## src/rtl/awm_pkg.sv

```systemverilog
package awm_pkg;
  // Width of a port selector carried in the route strobes (up to 64 ports).
  localparam int unsigned SEL_W = 6;

  typedef logic [SEL_W-1:0] portSel_t;

  // Strobes from control to datapath.
  typedef struct packed {
    logic     live;   // high from the first clock edge on
    logic     awOn;   // an address grant is pending
    portSel_t awIdx;  // port owning the pending grant
    logic     wOn;    // a granted burst awaits data
    portSel_t wIdx;   // port owning the oldest such burst
  } routeCtl_t;
endpackage

```

## src/rtl/awm_ctrl.sv

```systemverilog
module awm_ctrl
  import awm_pkg::*;
#(
  parameter int unsigned NUM_PORTS   = 3,
  parameter int unsigned ORDER_DEPTH = 4
) (
  input  logic                 clk,
  input  logic [NUM_PORTS-1:0] leftAwValid,
  input  logic [NUM_PORTS-1:0] leftDataAvail,
  input  logic                 rightAwReady,
  input  logic                 wLastFire,
  output routeCtl_t            route
);
  localparam int unsigned PTR_W = (ORDER_DEPTH > 1) ? $clog2(ORDER_DEPTH) : 1;
  localparam int unsigned CNT_W = $clog2(ORDER_DEPTH + 1);

  logic             primed   = 1'b0;
  logic             grantOn  = 1'b0;
  portSel_t         grantIdx = '0;
  portSel_t         lastIdx  = portSel_t'(NUM_PORTS - 1);
  portSel_t         slots [ORDER_DEPTH] = '{default: '0};
  logic [PTR_W-1:0] wrPtr = '0;
  logic [PTR_W-1:0] rdPtr = '0;
  logic [CNT_W-1:0] fill  = '0;

  logic [NUM_PORTS-1:0] reqVec;
  logic [NUM_PORTS-1:0] validShift;
  logic                 anyReq;
  portSel_t             pick;
  logic                 awFire;
  logic                 popNow;
  logic                 queueFull;
  logic                 canGrant;

  function automatic logic [PTR_W-1:0] bump(input logic [PTR_W-1:0] p);
    return (p == PTR_W'(ORDER_DEPTH - 1)) ? '0 : p + PTR_W'(1);
  endfunction

  assign reqVec = leftAwValid & leftDataAvail;

  // Round-robin search starting just above the previous winner.
  always_comb begin
    logic [NUM_PORTS-1:0] shifted;
    anyReq = 1'b0;
    pick   = '0;
    for (int k = 1; k <= NUM_PORTS; k++) begin
      int cand;
      cand    = (int'(lastIdx) + k) % NUM_PORTS;
      shifted = reqVec >> cand;
      if (!anyReq && shifted[0]) begin
        anyReq = 1'b1;
        pick   = portSel_t'(cand);
      end
    end
  end

  assign validShift = leftAwValid >> grantIdx;
  assign awFire     = grantOn && rightAwReady && validShift[0];
  assign queueFull  = (fill == CNT_W'(ORDER_DEPTH));
  assign popNow     = wLastFire && (fill != '0);
  assign canGrant   = !grantOn && !queueFull && anyReq;

  always_ff @(posedge clk) begin
    primed <= 1'b1;
    if (canGrant) begin
      grantOn  <= 1'b1;
      grantIdx <= pick;
      lastIdx  <= pick;
    end else if (awFire) begin
      grantOn <= 1'b0;
    end
    if (awFire) begin
      slots[wrPtr] <= grantIdx;
      wrPtr        <= bump(wrPtr);
    end
    if (popNow) rdPtr <= bump(rdPtr);
    case ({awFire, popNow})
      2'b10:   fill <= fill + CNT_W'(1);
      2'b01:   fill <= fill - CNT_W'(1);
      default: fill <= fill;
    endcase
  end

  always_comb begin
    route       = '0;
    route.live  = primed;
    route.awOn  = grantOn;
    route.awIdx = grantIdx;
    route.wOn   = (fill != '0);
    route.wIdx  = slots[rdPtr];
  end

  // A port lacking valid or data-ready cannot hold the grant next cycle.
  for (genvar gi = 0; gi < NUM_PORTS; gi++) begin : g_qual
    AST_GRANT_QUALIFIED: assert property (@(posedge clk) disable iff (!primed)
      (!grantOn && !reqVec[gi]) |=> !(grantOn && grantIdx == portSel_t'(gi)));
  end

  AST_NO_OVERFLOW: assert property (@(posedge clk) disable iff (!primed)
    fill <= CNT_W'(ORDER_DEPTH));
  AST_FULL_HOLD: assert property (@(posedge clk) disable iff (!primed)
    (queueFull && !grantOn) |=> !grantOn);
  AST_NO_UNDERFLOW: assert property (@(posedge clk) disable iff (!primed)
    wLastFire |-> fill != '0);
endmodule

```

## src/rtl/awm_dpath.sv

```systemverilog
module awm_dpath
  import awm_pkg::*;
#(
  parameter int unsigned NUM_PORTS = 3,
  parameter int unsigned ID_W      = 4,
  parameter int unsigned ADDR_W    = 32,
  parameter int unsigned DATA_W    = 32,
  parameter int unsigned LEN_W     = 8,
  localparam int unsigned EXT_W    = $clog2(NUM_PORTS),
  localparam int unsigned R_ID_W   = ID_W + EXT_W,
  localparam int unsigned STRB_W   = DATA_W / 8
) (
  input  logic                        clk,
  input  routeCtl_t                   route,
  input  logic [NUM_PORTS-1:0]        leftAwValid,
  output logic [NUM_PORTS-1:0]        leftAwReady,
  input  logic [NUM_PORTS*ID_W-1:0]   leftAwId,
  input  logic [NUM_PORTS*ADDR_W-1:0] leftAwAddr,
  input  logic [NUM_PORTS*LEN_W-1:0]  leftAwLen,
  input  logic [NUM_PORTS-1:0]        leftWValid,
  output logic [NUM_PORTS-1:0]        leftWReady,
  input  logic [NUM_PORTS*DATA_W-1:0] leftWData,
  input  logic [NUM_PORTS*STRB_W-1:0] leftWStrb,
  input  logic [NUM_PORTS-1:0]        leftWLast,
  output logic [NUM_PORTS-1:0]        leftBValid,
  input  logic [NUM_PORTS-1:0]        leftBReady,
  output logic [NUM_PORTS*ID_W-1:0]   leftBId,
  output logic [NUM_PORTS*2-1:0]      leftBResp,
  output logic                        rightAwValid,
  input  logic                        rightAwReady,
  output logic [R_ID_W-1:0]           rightAwId,
  output logic [ADDR_W-1:0]           rightAwAddr,
  output logic [LEN_W-1:0]            rightAwLen,
  output logic                        rightWValid,
  input  logic                        rightWReady,
  output logic [DATA_W-1:0]           rightWData,
  output logic [STRB_W-1:0]           rightWStrb,
  output logic                        rightWLast,
  input  logic                        rightBValid,
  output logic                        rightBReady,
  input  logic [R_ID_W-1:0]           rightBId,
  input  logic [1:0]                  rightBResp
);
  logic [EXT_W-1:0] bPort;
  assign bPort = rightBId[R_ID_W-1 -: EXT_W];

  // Address channel: forward the granted port, tag its ID with the index.
  always_comb begin
    rightAwValid = 1'b0;
    rightAwId    = '0;
    rightAwAddr  = '0;
    rightAwLen   = '0;
    leftAwReady  = '0;
    for (int i = 0; i < NUM_PORTS; i++) begin
      if (route.awOn && route.awIdx == portSel_t'(i)) begin
        rightAwValid   = leftAwValid[i];
        rightAwId      = {EXT_W'(i), leftAwId[i*ID_W +: ID_W]};
        rightAwAddr    = leftAwAddr[i*ADDR_W +: ADDR_W];
        rightAwLen     = leftAwLen[i*LEN_W +: LEN_W];
        leftAwReady[i] = rightAwReady;
      end
    end
  end

  // Data channel: oldest granted burst owns the path.
  always_comb begin
    rightWValid = 1'b0;
    rightWData  = '0;
    rightWStrb  = '0;
    rightWLast  = 1'b0;
    leftWReady  = '0;
    for (int i = 0; i < NUM_PORTS; i++) begin
      if (route.wOn && route.wIdx == portSel_t'(i)) begin
        rightWValid   = leftWValid[i];
        rightWData    = leftWData[i*DATA_W +: DATA_W];
        rightWStrb    = leftWStrb[i*STRB_W +: STRB_W];
        rightWLast    = leftWLast[i];
        leftWReady[i] = rightWReady;
      end
    end
  end

  // Response channel: decode the index bits, strip them on return.
  always_comb begin
    rightBReady = 1'b0;
    leftBValid  = '0;
    leftBId     = '0;
    leftBResp   = '0;
    for (int i = 0; i < NUM_PORTS; i++) begin
      leftBId[i*ID_W +: ID_W] = rightBId[ID_W-1:0];
      leftBResp[i*2 +: 2]     = rightBResp;
      if (bPort == EXT_W'(i)) begin
        leftBValid[i] = rightBValid;
        rightBReady   = leftBReady[i];
      end
    end
  end

  AST_AW_HOLD: assert property (@(posedge clk) disable iff (!route.live)
    (rightAwValid && !rightAwReady) |=> (rightAwValid && $stable(rightAwId)));
  AST_AW_GAP: assert property (@(posedge clk) disable iff (!route.live)
    (rightAwValid && rightAwReady) |=> !rightAwValid);
  AST_W_ONEHOT: assert property (@(posedge clk) disable iff (!route.live)
    $onehot0(leftWReady));
  AST_B_ONEHOT: assert property (@(posedge clk) disable iff (!route.live)
    $onehot0(leftBValid));
endmodule

```

## src/rtl/axi_write_merge.sv

```systemverilog
module axi_write_merge
  import awm_pkg::*;
#(
  parameter int unsigned NUM_PORTS   = 3,
  parameter int unsigned ID_W        = 4,
  parameter int unsigned ADDR_W      = 32,
  parameter int unsigned DATA_W      = 32,
  parameter int unsigned LEN_W       = 8,
  parameter int unsigned ORDER_DEPTH = 4,
  localparam int unsigned EXT_W      = $clog2(NUM_PORTS),
  localparam int unsigned R_ID_W     = ID_W + EXT_W,
  localparam int unsigned STRB_W     = DATA_W / 8
) (
  input  logic                        clk,
  input  logic [NUM_PORTS-1:0]        leftAwValid,
  output logic [NUM_PORTS-1:0]        leftAwReady,
  input  logic [NUM_PORTS*ID_W-1:0]   leftAwId,
  input  logic [NUM_PORTS*ADDR_W-1:0] leftAwAddr,
  input  logic [NUM_PORTS*LEN_W-1:0]  leftAwLen,
  input  logic [NUM_PORTS-1:0]        leftDataAvail,
  input  logic [NUM_PORTS-1:0]        leftWValid,
  output logic [NUM_PORTS-1:0]        leftWReady,
  input  logic [NUM_PORTS*DATA_W-1:0] leftWData,
  input  logic [NUM_PORTS*STRB_W-1:0] leftWStrb,
  input  logic [NUM_PORTS-1:0]        leftWLast,
  output logic [NUM_PORTS-1:0]        leftBValid,
  input  logic [NUM_PORTS-1:0]        leftBReady,
  output logic [NUM_PORTS*ID_W-1:0]   leftBId,
  output logic [NUM_PORTS*2-1:0]      leftBResp,
  output logic                        rightAwValid,
  input  logic                        rightAwReady,
  output logic [R_ID_W-1:0]           rightAwId,
  output logic [ADDR_W-1:0]           rightAwAddr,
  output logic [LEN_W-1:0]            rightAwLen,
  output logic                        rightWValid,
  input  logic                        rightWReady,
  output logic [DATA_W-1:0]           rightWData,
  output logic [STRB_W-1:0]           rightWStrb,
  output logic                        rightWLast,
  input  logic                        rightBValid,
  output logic                        rightBReady,
  input  logic [R_ID_W-1:0]           rightBId,
  input  logic [1:0]                  rightBResp
);
  if (NUM_PORTS == 1) begin : g_pass
    logic unusedPass;
    assign unusedPass   = ^{leftDataAvail, clk};
    assign rightAwValid = leftAwValid[0];
    assign leftAwReady  = rightAwReady;
    assign rightAwId    = leftAwId;
    assign rightAwAddr  = leftAwAddr;
    assign rightAwLen   = leftAwLen;
    assign rightWValid  = leftWValid[0];
    assign leftWReady   = rightWReady;
    assign rightWData   = leftWData;
    assign rightWStrb   = leftWStrb;
    assign rightWLast   = leftWLast[0];
    assign leftBValid   = rightBValid;
    assign rightBReady  = leftBReady[0];
    assign leftBId      = rightBId;
    assign leftBResp    = rightBResp;
  end else begin : g_merge
    routeCtl_t route;
    logic      wLastFire;

    assign wLastFire = rightWValid && rightWReady && rightWLast;

    awm_ctrl #(
      .NUM_PORTS  (NUM_PORTS),
      .ORDER_DEPTH(ORDER_DEPTH)
    ) u_ctrl (
      .clk          (clk),
      .leftAwValid  (leftAwValid),
      .leftDataAvail(leftDataAvail),
      .rightAwReady (rightAwReady),
      .wLastFire    (wLastFire),
      .route        (route)
    );

    awm_dpath #(
      .NUM_PORTS(NUM_PORTS),
      .ID_W     (ID_W),
      .ADDR_W   (ADDR_W),
      .DATA_W   (DATA_W),
      .LEN_W    (LEN_W)
    ) u_dpath (
      .clk         (clk),
      .route       (route),
      .leftAwValid (leftAwValid),
      .leftAwReady (leftAwReady),
      .leftAwId    (leftAwId),
      .leftAwAddr  (leftAwAddr),
      .leftAwLen   (leftAwLen),
      .leftWValid  (leftWValid),
      .leftWReady  (leftWReady),
      .leftWData   (leftWData),
      .leftWStrb   (leftWStrb),
      .leftWLast   (leftWLast),
      .leftBValid  (leftBValid),
      .leftBReady  (leftBReady),
      .leftBId     (leftBId),
      .leftBResp   (leftBResp),
      .rightAwValid(rightAwValid),
      .rightAwReady(rightAwReady),
      .rightAwId   (rightAwId),
      .rightAwAddr (rightAwAddr),
      .rightAwLen  (rightAwLen),
      .rightWValid (rightWValid),
      .rightWReady (rightWReady),
      .rightWData  (rightWData),
      .rightWStrb  (rightWStrb),
      .rightWLast  (rightWLast),
      .rightBValid (rightBValid),
      .rightBReady (rightBReady),
      .rightBId    (rightBId),
      .rightBResp  (rightBResp)
    );
  end
endmodule

```

## config.mk

```make
export PLATFORM = sky130hd
export DESIGN_NAME = axi_write_merge
export DESIGN_NICKNAME = d
export VERILOG_FILES = /design/src/rtl/awm_pkg.sv /design/src/rtl/awm_ctrl.sv /design/src/rtl/awm_dpath.sv /design/src/rtl/axi_write_merge.sv
export SDC_FILE = /design/constraint.sdc
export NUM_CORES = 1
export LEC_CHECK = 0
export BUFFER_PORTS_ARGS = -buffer_cell sky130_fd_sc_hd__buf_2
export CORE_AREA = 2 2 147 149
export CTS_CLUSTER_SIZE = 10
export DETAILED_ROUTE_END_ITERATION = 10
export DIE_AREA = 0 0 149 151
export PLACE_DENSITY = 0.59
export SYNTH_ARGS = -nofsm -noshare
export SYNTH_HDL_FRONTEND = slang
export SYNTH_HIERARCHICAL = 1
export SYNTH_SLANG_ARGS = --single-unit
```

## constraint.sdc

```tcl
create_clock -name clk -period 8.73 [get_ports clk]
set_input_delay 2.1825 -clock clk [delete_from_list [all_inputs] [get_ports clk]]
set_output_delay 2.1825 -clock clk [all_outputs]
set_load 0.005 [all_outputs]
```

# Word-level counts from Yosys, hierarchy flattened
# Memories as Yosys holds them, arrays and structs flattened. A register that Yosys moved wholly into a read port is not among the register bits.
# Index checks and enable logic that the tools add are counted.
op_classes:
  add_sub_neg: 7
  n_mul: 0
  div: 3
  order_cmp: 0
  eq_ne: 11
  shifts: 4
  n_mux: 47
  n_bitwise: 1
  n_reduce_logical: 24
op_table:
  columns: ["operator", "n"]
  rows:
  - ["2-to-1 mux 32 bit", 6]
  - ["remainder unit 32 x 2 -> 32 bit, second input constant", 3]
  - ["right shift 3 x 32 -> 1 bit", 3]
  - ["2-to-1 mux 1 bit", 26]
  - ["2-to-1 mux 6 bit", 4]
  - ["2-to-1 mux 8 bit", 3]
  - ["2-to-1 mux 4 bit", 4]
  - ["logical AND 1 bit", 15]
  - ["adder 6 x 2 -> 7 bit, second input constant", 2]
  - ["equality test 6 x 1 -> 1 bit, second input constant", 2]
  - ["equality test 6 x 2 -> 1 bit, second input constant", 2]
  - ["zero test 6 bit", 2]
  - ["equality test 2 bit, second input constant", 4]
  - ["adder 6 x 1 -> 7 bit, second input constant", 1]
  - ["one-hot mux 3 bit (2 select lines)", 1]
  - ["right shift 3 x 6 -> 1 bit", 1]
  - ["2-to-1 mux 5 bit", 1]
  - ["adder 2 x 1 -> 2 bit, second input constant", 2]
  - ["equality test 2 x 1 -> 1 bit, second input constant", 2]
  - ["zero test 1 bit", 4]
  - ["2-to-1 mux 2 bit", 2]
  - ["adder 3 x 1 -> 3 bit, second input constant", 1]
  - ["bitwise AND 3 bit", 1]
  - ["equality test 3 bit, second input constant", 1]
  - ["4 further kinds", 4]
word_totals:
  regBits: 14
  latch_bits: 0
  ram_bits: 24
  romBits: 0
  in_bits: 267
  output_inout_bits: 113
  word_cells: 103
  n_memories: 1
memory_table:
  columns: ["memory", "depth", "word_bits", "read_ports", "rd_clocked_by_memory_dff", "wr", "line_no", "rtl"]
  rows:
  - ["g_merge.u_ctrl.slots", 4, 6, 1, 1, 1, "awm_ctrl.sv:21", "portSel_t slots [ORDER_DEPTH] = '{default: '0};"]

# Logic depth before layout (Yosys ltp)
# Gate-level depths: netlist of the first run.
logic_depth:
  depth_word: 11
  mapped_depth: 29
  depth_no_buf: 27

# By module
# Netlist of the first run, hierarchy kept.
by_module_without_submodules:
  columns: ["mod", "n_inst", "cells_each", "area_per_inst_um2", "seq_area_each_um2"]
  rows:
  - ["awm_ctrl", 1, 456, 4321.6, 1171.1]
  - ["awm_dpath", 1, 413, 2596.2, 0.0]
  - ["axi_write_merge", 1, 1, 6.3, 0.0]

# Worst setup path before layout of the first run
# Ideal clock, no wire load.
synth_timing:
  path_kind: "register to register"
  start: "register g_merge.u_ctrl.lastIdx[0]"
  end: "register g_merge.u_ctrl.lastIdx[0], enable pin"
  setup_ps: 373
  arrival_time_ps: 6117
  required_time_ps: 8357
  path_slack_ps: 2240
  path_stages_with_launch: 28
  n_path_buf: 4
  synth_period_minus_slack_ps: 6490
  cell_sequence: "edfxtp_1 -> clkbuf_1 -> clkbuf_1 -> inv_1 -> clkbuf_1 -> ha_1 -> buf_2 -> nand3b_4 -> and2_1 -> mux2_4 -> or3_4 -> nor2_1 -> nand3_1 -> o21ai_0 -> ha_1 -> nor2_1 -> nand2_1 -> a2bb2o_4 -> a31o_4 -> xnor2_4 -> inv_2 -> ha_1 -> nor3_1 -> a21oi_1 -> nand3b_1 -> or4_1 -> and2_4 -> a221oi_2"
synth_between:
  elab_chain_cells: 11
  word_cells_on_any_way: 17
  classes_between: "3 x add/sub; 3 x div; 3 x shift; 3 x mux; 5 x reduce/logical"
synth_lines:
  columns: ["element", "line_no", "rtl"]
  rows:
  - ["start, declared", "awm_ctrl.sv:20", "portSel_t lastIdx = portSel_t'(NUM_PORTS - 1);"]
  - ["start signal, assigned", "awm_ctrl.sv:68", "lastIdx <= pick;"]
  - ["adder 6 x 1 -> 7 bit", "awm_ctrl.sv:48", "cand = (int'(lastIdx) + k) % NUM_PORTS;"]
  - ["remainder unit 32 x 2 -> 32 bit", "awm_ctrl.sv:48", null]
  - ["right shift 3 x 32 -> 1 bit", "awm_ctrl.sv:49", "shifted = reqVec >> cand;"]
  - ["2-to-1 mux 1 bit", "awm_ctrl.sv:50", "if (!anyReq && shifted[0]) begin"]
  - ["zero test 1 bit", "awm_ctrl.sv:50", null]
  - ["logical AND 1 bit", "awm_ctrl.sv:50", null]
  - ["2-to-1 mux 1 bit", "awm_ctrl.sv:50", null]
  - ["zero test 1 bit", "awm_ctrl.sv:50", null]
  - ["logical AND 1 bit", "awm_ctrl.sv:50", null]
  - ["2-to-1 mux 1 bit *", "awm_ctrl.sv:50", null]
  - ["logical AND 1 bit *", "awm_ctrl.sv:61", "assign canGrant = !grantOn && !queueFull && anyReq;"]
  - ["net g_merge.u_ctrl.canGrant", "awm_ctrl.sv:33", "logic canGrant;"]
# The timed path passes the listed nets; every way through them passes the cells marked *.
# A chain may end at the register's enable or synchronous reset.

# Final worst setup path of the first run
layout_timing:
  start: "register g_merge.u_ctrl.lastIdx[5]"
  end: "register g_merge.u_ctrl.lastIdx[2], enable pin"
# Same word-level chain as after synthesis.

==> results.toml, run 1 <==
[status]
status = "completed"

[clocking]
clockBufferDepth = 2
clk_latency_ns = 0.28
cts_tree = "done"
cts_setup_buffers = 0
path_clk_slew_ns = 0.06
cts.sinks = 40
cts_buffers = 5
cts_resized = 0
hold_buffers = 0
cts_root_buf = "clkbuf_16"
htreeDepth = 2

[final_layout]
nets = 1459
layout_common_cells = "355 x buf_2, 115 x nand2_1, 108 x a21oi_1"
fin_cells = 1441
nFillCells = 2190
drive_gt1_share_pct = 44.2
final_area_um2 = 8830
final_common_cell = "buf_2"
antenna_cells = 0
area_growth_pct = 27.8

[global_route]
first_global_vias = 7008
grt_pass1_wl_um = 42600
grt_max_degree = 85
grt_usage_pct = 25.6
antenna_found_initial = 5
gr-total-overflow = 0

[critical_path]
ff2ff_setup_slack_ns = 1.57
startpoint = "g_merge.u_ctrl/lastIdx[5]"
cp.arrival_ns = 7.08
worst-endpoint-required_ns = 8.64
rr_startpoint = "g_merge.u_ctrl/lastIdx[5]"
start_kind = "flop"
worstSetupPathType = "flop to flop"
path_max_fanout = 24
cp-end-kind = "flop"

[synthesis]
yosysWarnings = 6
avgSynthCellArea_um2 = 7.96
syn-cell-area_um2 = 6910
synthCells = 868

[sta]
fmax_ghz = 0.140
finClkSkew_ns = 0.00683
relSlewSlack_pct = 27.6
finalHoldViolations = 0
slew_violations = 0
whs_ns = 0.529
period_needed_ns = 7.16
worstMarginPinSlew_ns = 1.08
setup-tns-final_ns = 0
fin_crit_sh_pct = 82.0
setup_viol = 0
rsz0062_at_grt = "no"

[floorplan]
dieArea_um2 = 22500
ios = 380
die-height_um = 151
initial_utilization_pct = 33.2
die_w_um = 149
coreArea_um2 = 20800
core.rowCount = 53

[min_path]
hold_start = "g_merge.u_ctrl/rdPtr[1]"
hold_class = "flop to flop"

[placement]
dpl.cell_count = 1433
port_buffers = 355
post_dp_cell_area_um2 = 8660
dp_hpwl_um = 26200
gp_congestion = 0.995

[run]
drv_cap = 0

[detailed_routing]
dr.pass1.iters = 5
postRouteAntennaNets = 0
via_count = 7617
via_per_inst = 5.29
drt-wirelength-per-cell_um = 21.7
first_iter_violations = 417
drcViolationCount = 0
drt_wl_total_um = 31300

[power]
p_leak_uw = 0.00420
pwr_density_cell_nw_per_um2 = 459
ir_drop_v = 0.000482
sequential cells by signal, indices dropped and copies added (netlist names), named ones only:
| signal | count |
|---|---|
| g_merge.u_ctrl/fill | 3 |
| g_merge.u_ctrl/grantOn | 1 |
| g_merge.u_ctrl/lastIdx | 6 |
| g_merge.u_ctrl/rdPtr | 2 |
| g_merge.u_ctrl/slots | 24 |
| g_merge.u_ctrl/wrPtr | 2 |
path summary, 6_finish.rpt:
check,endpoint,cells past startpoint
setup / recovery,g_merge.u_ctrl/lastIdx[2],22
setup reg to reg,g_merge.u_ctrl/lastIdx[2],22
hold reg to reg,flop,1
hold / removal,flop,1
area by class of cell:
cell class              count  area [µm²]  share of cell area [%]
inverters                  29         109                    1.23
clock inverters             3        46.3                   0.524
clock buffers               5         125                    1.42
multi-input cells         723        5180                    58.6
repair buffers            366        1860                    21.1
flip-flops and latches     40        1170                    13.3
well taps                 275         344                    3.90
per-stage QoR:
step	worst slack (ns)	power, µW	utilization [%]
floorplan	2.24	3150	-
global placement	1.85	3760	41.6
detailed placement	1.70	3760	41.6
CTS	1.66	3990	42.4
global route	1.01	4380	42.4
finish	1.57	4060	42.4
layer usage:
layer / part of all wire, % / GRT usage (%)
met3: 19 / 20.3
met4: 1.1 / 3.48
met5: 0.090 / 0
met2: 43 / 39.0
met1: 36 / 28.8
where the power goes:
part	internal, µW	switching (µW)
registers	274	55.3
logic	1500	2020
clock network	136	70.8
worst max-delay path, stage by stage, from the launching register on:
cell      delay, ns
edfxtp_1       0.88
nand4_2        0.38
nor2_1         0.28
ha_1           0.28
a21oi_1        0.23
a211oi_4       0.12
o211ai_2       0.28
a32oi_1        0.14
and2_1         0.29
nand3_1        0.10
o21ai_0        0.14
ha_1           0.27
a21oi_1        0.18
nand3b_1       0.12
o21bai_1       0.18
or2_1          0.32
xnor2_1        0.22
ha_1           0.30
o41ai_1        0.72
a211oi_2       0.08
xor2_1         0.24
or3b_1         0.43
a221oi_2       0.61
Power figures use the tool's default switching activity.
==> inputs of run 2 (changes only) <==
- PLACE_DENSITY: 0.59 -> 0.61
- clock period: 8.73 -> 5.9 ns (I/O delays scaled with it)
==> run 2 against run 1 <==
  * Utilization is 1.9 points higher
  * Sequential cell count stayed put
  * Global-route usage is 2.2 points lower
  * Clock power is 51% higher
  * Hold slack worse by 0.0083 ns
  * Cell count is 2.4% higher
  * Highest routed layer unchanged
  * Sequential share of layout area is 0.57 points lower
  * Via count is 0.88% higher
  * Clock skew is 0.0018 ns higher
  * Critical path depth is 3 higher
  * Clock-buffer cell count is 1 higher
  * Maximum frequency is 28% higher
==> results.toml, run 2 (synthesis results as in run 1) <==
[status]
status = "completed"

[sta]
fmax_ghz = 0.179
setup_viol = 0
period_needed_ns = 5.58
fin_crit_sh_pct = 94.5
worstMarginPinSlew_ns = 1.06
setup-tns-final_ns = 0
slew_violations = 0
finalHoldViolations = 0
relSlewSlack_pct = 28.9
finClkSkew_ns = 0.00859

[clocking]
cts_tree = "done"
htreeDepth = 2
path_clk_slew_ns = 0.06
hold_buffers = 0
clk_latency_ns = 0.28
cts.sinks = 40
cts_buffers = 5
cts_root_buf = "clkbuf_16"
clockBufferDepth = 2

[critical_path]
cp-endpoint = "g_merge.u_ctrl/lastIdx[1]"
cp.arrival_ns = 5.57
startpoint = "g_merge.u_ctrl/lastIdx[2]"
path_max_fanout = 24
worstSetupPathType = "flop to flop"
cp-end-kind = "flop"
start_kind = "flop"
timing.rr.end = "g_merge.u_ctrl/lastIdx[1]"
ff2ff_setup_slack_ns = 0.32
rr_startpoint = "g_merge.u_ctrl/lastIdx[2]"
ff2ff_path_depth = 25
worst-endpoint-required_ns = 5.89

[placement]
port_buffers = 355
dp_hpwl_um = 23600
gp_congestion = 0.902

[global_route]
grt_max_degree = 61
grt_pass1_wl_um = 39900
antenna_found_initial = 5
first_global_vias = 6980
grt_usage_pct = 23.4
gr-total-overflow = 0

[detailed_routing]
via_per_inst = 5.21
drt-wirelength-per-cell_um = 19.3
drcViolationCount = 0
postRouteAntennaNets = 0
dr.pass1.iters = 4
via_count = 7684
first_iter_violations = 398
drt_wl_total_um = 28500

[final_layout]
multi_input_area_um2 = 5300
top_regs = "g_merge.u_ctrl/slots: 24 flops, g_merge.u_ctrl/lastIdx: 6 flops, g_merge.u_ctrl/fill: 3 flops"
nFillCells = 2142
final_common_cell = "buf_2"
area_growth_pct = 33.5
top_register = "g_merge.u_ctrl/slots"
layout_common_cells = "355 x buf_2, 115 x nand2_1, 105 x a21oi_1"
nets = 1493
drive_gt1_share_pct = 47.4
largest_reg_flops = 24
final-seq-area_um2 = 1170

[floorplan]
initial_utilization_pct = 33.2
die_w_um = 149
core.rowCount = 53
coreArea_um2 = 20800
dieArea_um2 = 22500
die-height_um = 151
ios = 380

[power]
finalPower_uw = 6510
ir_drop_v = 0.000457
pwr_density_cell_nw_per_um2 = 705
p_leak_uw = 0.00439

[min_path]
hold_class = "flop to flop"
min_path_cells = 1

[run]
drv_cap = 0
[run 2: power breakdown]
part / internal, µW / total (µW) / leakage (µW) / switching [µW]
combinational: 2630 / 5760 / 0.00395 / 3130
clock: 211 / 312 / 0.0000871 / 101
sequential: 404 / 439 / 0.000359 / 35.1
[run 2: stage by stage]
stage	std cells	cell area [µm²]	utilization, %	hold slack (ns)	setup WS (ns)
floorplan	871	6980	-	0.480	0.00701
global placement	1459	8910	42.8	0.511	0.153
detailed placement	1459	8910	42.8	0.510	0.0281
CTS	1467	9080	43.6	0.522	0.0165
global route	1475	9230	44.3	0.548	-0.0340
finish	1476	9230	44.3	0.521	0.324
[run 2: worst max-delay path, cell delays in order, from the launching register on]
cell and delay, ns:
edfxtp_1 0.40, buf_12 0.19, nand4_2 0.12, nor2_1 0.21, ha_1 0.30, a21oi_2 0.16, a211oi_4 0.10, o211ai_2 0.24
a32oi_1 0.13, and2_1 0.21, nand3_1 0.07, o21ai_0 0.14, ha_2 0.23, a21oi_2 0.13, nand3b_1 0.11, o21bai_1 0.18
or2_1 0.27, xnor2_2 0.17, ha_2 0.25, or3_1 0.41, o41ai_2 0.11, a211oi_2 0.07, xor2_1 0.20, or3b_4 0.43
a221oi_4 0.27, buf_6 0.17
[run 2: what timing repair did]
action / in CTS / in global routing
cloned: 0 / 0
gates resized for setup: 0 / 17
buffers inserted: 0 / 8
setup endpoints to repair: 6 / 9
pin swaps: 1 / 8
[run 2: worst min path at each step]
stage / slack [ns] / end / from
2_1_floorplan: 0.48 / flop / g_merge.u_ctrl/rdPtr[1]
3_3_place_gp: 0.51 / flop / g_merge.u_ctrl/rdPtr[1]
3_5_place_dp: 0.51 / flop / g_merge.u_ctrl/rdPtr[1]
4_1_cts: 0.52 / flop / g_merge.u_ctrl/rdPtr[1]
5_1_grt: 0.55 / flop / g_merge.u_ctrl/rdPtr[1]
6_report: 0.52 / flop / g_merge.u_ctrl/rdPtr[1]
[run 2: layer usage]
metal,GRT usage [%],share of wire (%),wire [µm],vias up
li1,-,-,-,3803
met1,28.1,38,11000,3509
met2,36.2,44,12600,340
met3,14.7,16,4650,24
met4,3.24,0.85,244,8
met5,0,0.19,54,-
[run 2: layout make-up]
cell class	count	share of cell area, %
multi-input cells	723	57.4
flip-flops and latches	40	12.7
clock buffers	6	1.50
well taps	275	3.73
inverters	29	1.18
clock inverters	2	0.420
repair buffers	400	23.1
diodes	1	0.0271
==> inputs of run 3 (changes only) <==
- CTS_BUF_LIST: not set -> sky130_fd_sc_hd__clkbuf_4 sky130_fd_sc_hd__clkbuf_8
==> run 3 against run 2 <==
  * First-iteration DRC count up 18%
  * Setup slack worse by 0.0025 ns
  * Clock power down 25%
  * Utilization down 0.28 points
  * Register-to-register slack about the same
  * Sequential share of layout area up 0.081 points
  * Combinational power about the same
  * Cell count about the same
  * Maximum frequency about the same
  * Via count down 0.23%
  * Hold slack better by 0.0041 ns
  * Global-route usage down 0.056 points
  * Largest cell class unchanged
==> results.toml, run 3 (synthesis results as in run 1) <==
[final_layout]
largest_reg_flops = 24
final-seq-area_um2 = 1170
antenna_cells = 0
nets = 1493
drive_gt1_share_pct = 47.4
top_register = "g_merge.u_ctrl/slots"
final_common_cell = "buf_2"
final_core_util_pct = 44.0
layout_common_cells = "355 x buf_2, 115 x nand2_1, 105 x a21oi_1"
top_regs = "g_merge.u_ctrl/slots: 24 flops, g_merge.u_ctrl/lastIdx: 6 flops, g_merge.u_ctrl/fill: 3 flops"
area_growth_pct = 32.7
multi_input_area_um2 = 5300
nFillCells = 2151

[run]
drv_cap = 0

[sta]
setup-tns-final_ns = 0
setup_viol = 0
finalHoldViolations = 0
relSlewSlack_pct = 29.7
finClkSkew_ns = 0.00841
finalWorstSetupSlack_ns = 0.321
fin_crit_sh_pct = 94.6
slew_violations = 0
fmax_ghz = 0.179
period_needed_ns = 5.58
worstMarginPinSlew_ns = 1.05

[clocking]
clk_latency_ns = 0.30
cts_buffers = 5
hold_buffers = 0
clockBufferDepth = 2
path_clk_slew_ns = 0.08
htreeDepth = 2
cts_root_buf = "clkbuf_8"
cts_tree = "done"
cts.sinks = 40

[global_route]
grt_max_degree = 61
first_global_vias = 6978
grt_usage_pct = 23.3
antenna_found_initial = 5
gr-total-overflow = 0
grt_pass1_wl_um = 39800

[placement]
gp_congestion = 0.902
port_buffers = 355
pre_cts_slack_ns = 0.0281
dp_hpwl_um = 23600

[critical_path]
worst-endpoint-required_ns = 5.91
path_max_fanout = 24
worstSetupPathType = "flop to flop"
ff2ff_setup_slack_ns = 0.32
ff2ff_path_depth = 25
rr_startpoint = "g_merge.u_ctrl/lastIdx[2]"
start_kind = "flop"
cp.arrival_ns = 5.59
startpoint = "g_merge.u_ctrl/lastIdx[2]"
cp-end-kind = "flop"

[min_path]
hold_start = "g_merge.u_ctrl/rdPtr[1]"
min_path_cells = 1
hold_class = "flop to flop"

[detailed_routing]
drt_wl_total_um = 28500
dr.pass1.iters = 5
drt-wirelength-per-cell_um = 19.3
drcViolationCount = 0
postRouteAntennaNets = 0
via_per_inst = 5.20
first_iter_violations = 470
via_count = 7666

[floorplan]
die_w_um = 149
die-height_um = 151
dieArea_um2 = 22500
ios = 380
core.rowCount = 53
coreArea_um2 = 20800
initial_utilization_pct = 33.2

[power]
pwr_density_cell_nw_per_um2 = 701
p_leak_uw = 0.00437
ir_drop_v = 0.000456
finalPower_uw = 6430

[status]
status = "completed"
==> run 3: cell count changes in the layout (fill, tap and decap cells not counted), sizes merged <==
cell	change
diode	-1
==> run 3: metrics by stage <==
stage / std cells / hold slack (ns) / area, µm²
2_1_floorplan: 871 / 0.480 / 6980
4_1_cts: 1467 / 0.527 / 9030
6_report: 1475 / 0.525 / 9170
3_3_place_gp: 1459 / 0.511 / 8910
3_5_place_dp: 1459 / 0.510 / 8910
5_1_grt: 1475 / 0.554 / 9170
==> run 3: worst max-delay path: stages (launching register included) <==
cell,delay (ns)
edfxtp_1,0.40
buf_12,0.19
nand4_2,0.12
nor2_1,0.20
ha_1,0.30
a21oi_2,0.16
a211oi_4,0.10
o211ai_2,0.24
a32oi_1,0.12
and2_1,0.21
nand3_1,0.07
o21ai_0,0.14
ha_2,0.24
a21oi_2,0.13
nand3b_1,0.11
o21bai_1,0.17
or2_1,0.27
xnor2_2,0.17
ha_2,0.25
or3_1,0.42
o41ai_2,0.11
a211oi_2,0.07
xor2_1,0.21
or3b_4,0.43
a221oi_4,0.27
buf_6,0.16
==> run 3: final timing paths <==
check	endpoint
min	flop
max reg2reg	g_merge.u_ctrl/lastIdx[1]
min reg2reg	flop
max	g_merge.u_ctrl/lastIdx[1]
==> run 3: layer usage <==
| metal | global-route usage [%] | wire length [µm] |
|---|---|---|
| met1 | 28.0 | 11000 |
| met5 | 0 | 49 |
| met2 | 36.2 | 12500 |
| met4 | 3.24 | 269 |
| met3 | 14.7 | 4690 |
==> run 3: cell type report <==
type,count,area share [%]
Multi-Input combinational cell,723,57.7
Timing Repair Buffer,400,23.2
Sequential cell,40,12.8
Tap cell,275,3.75
Inverter,29,1.19
Clock buffer,6,0.900
Clock inverter,2,0.423
==> run 3: report_power, final <==
part / internal [µW] / switching [µW]
Clock: 138 / 94.6
Combinational: 2630 / 3130
Sequential: 404 / 34.9
Total: 3170 / 3260
==> run 3: timing repair <==
item | in CTS | in global routing
resized for setup | 0 | 17
setup buffers | 0 | 8
pin swaps | 1 | 8
setup endpoints to repair | 6 | 9
cloned | 0 | 0
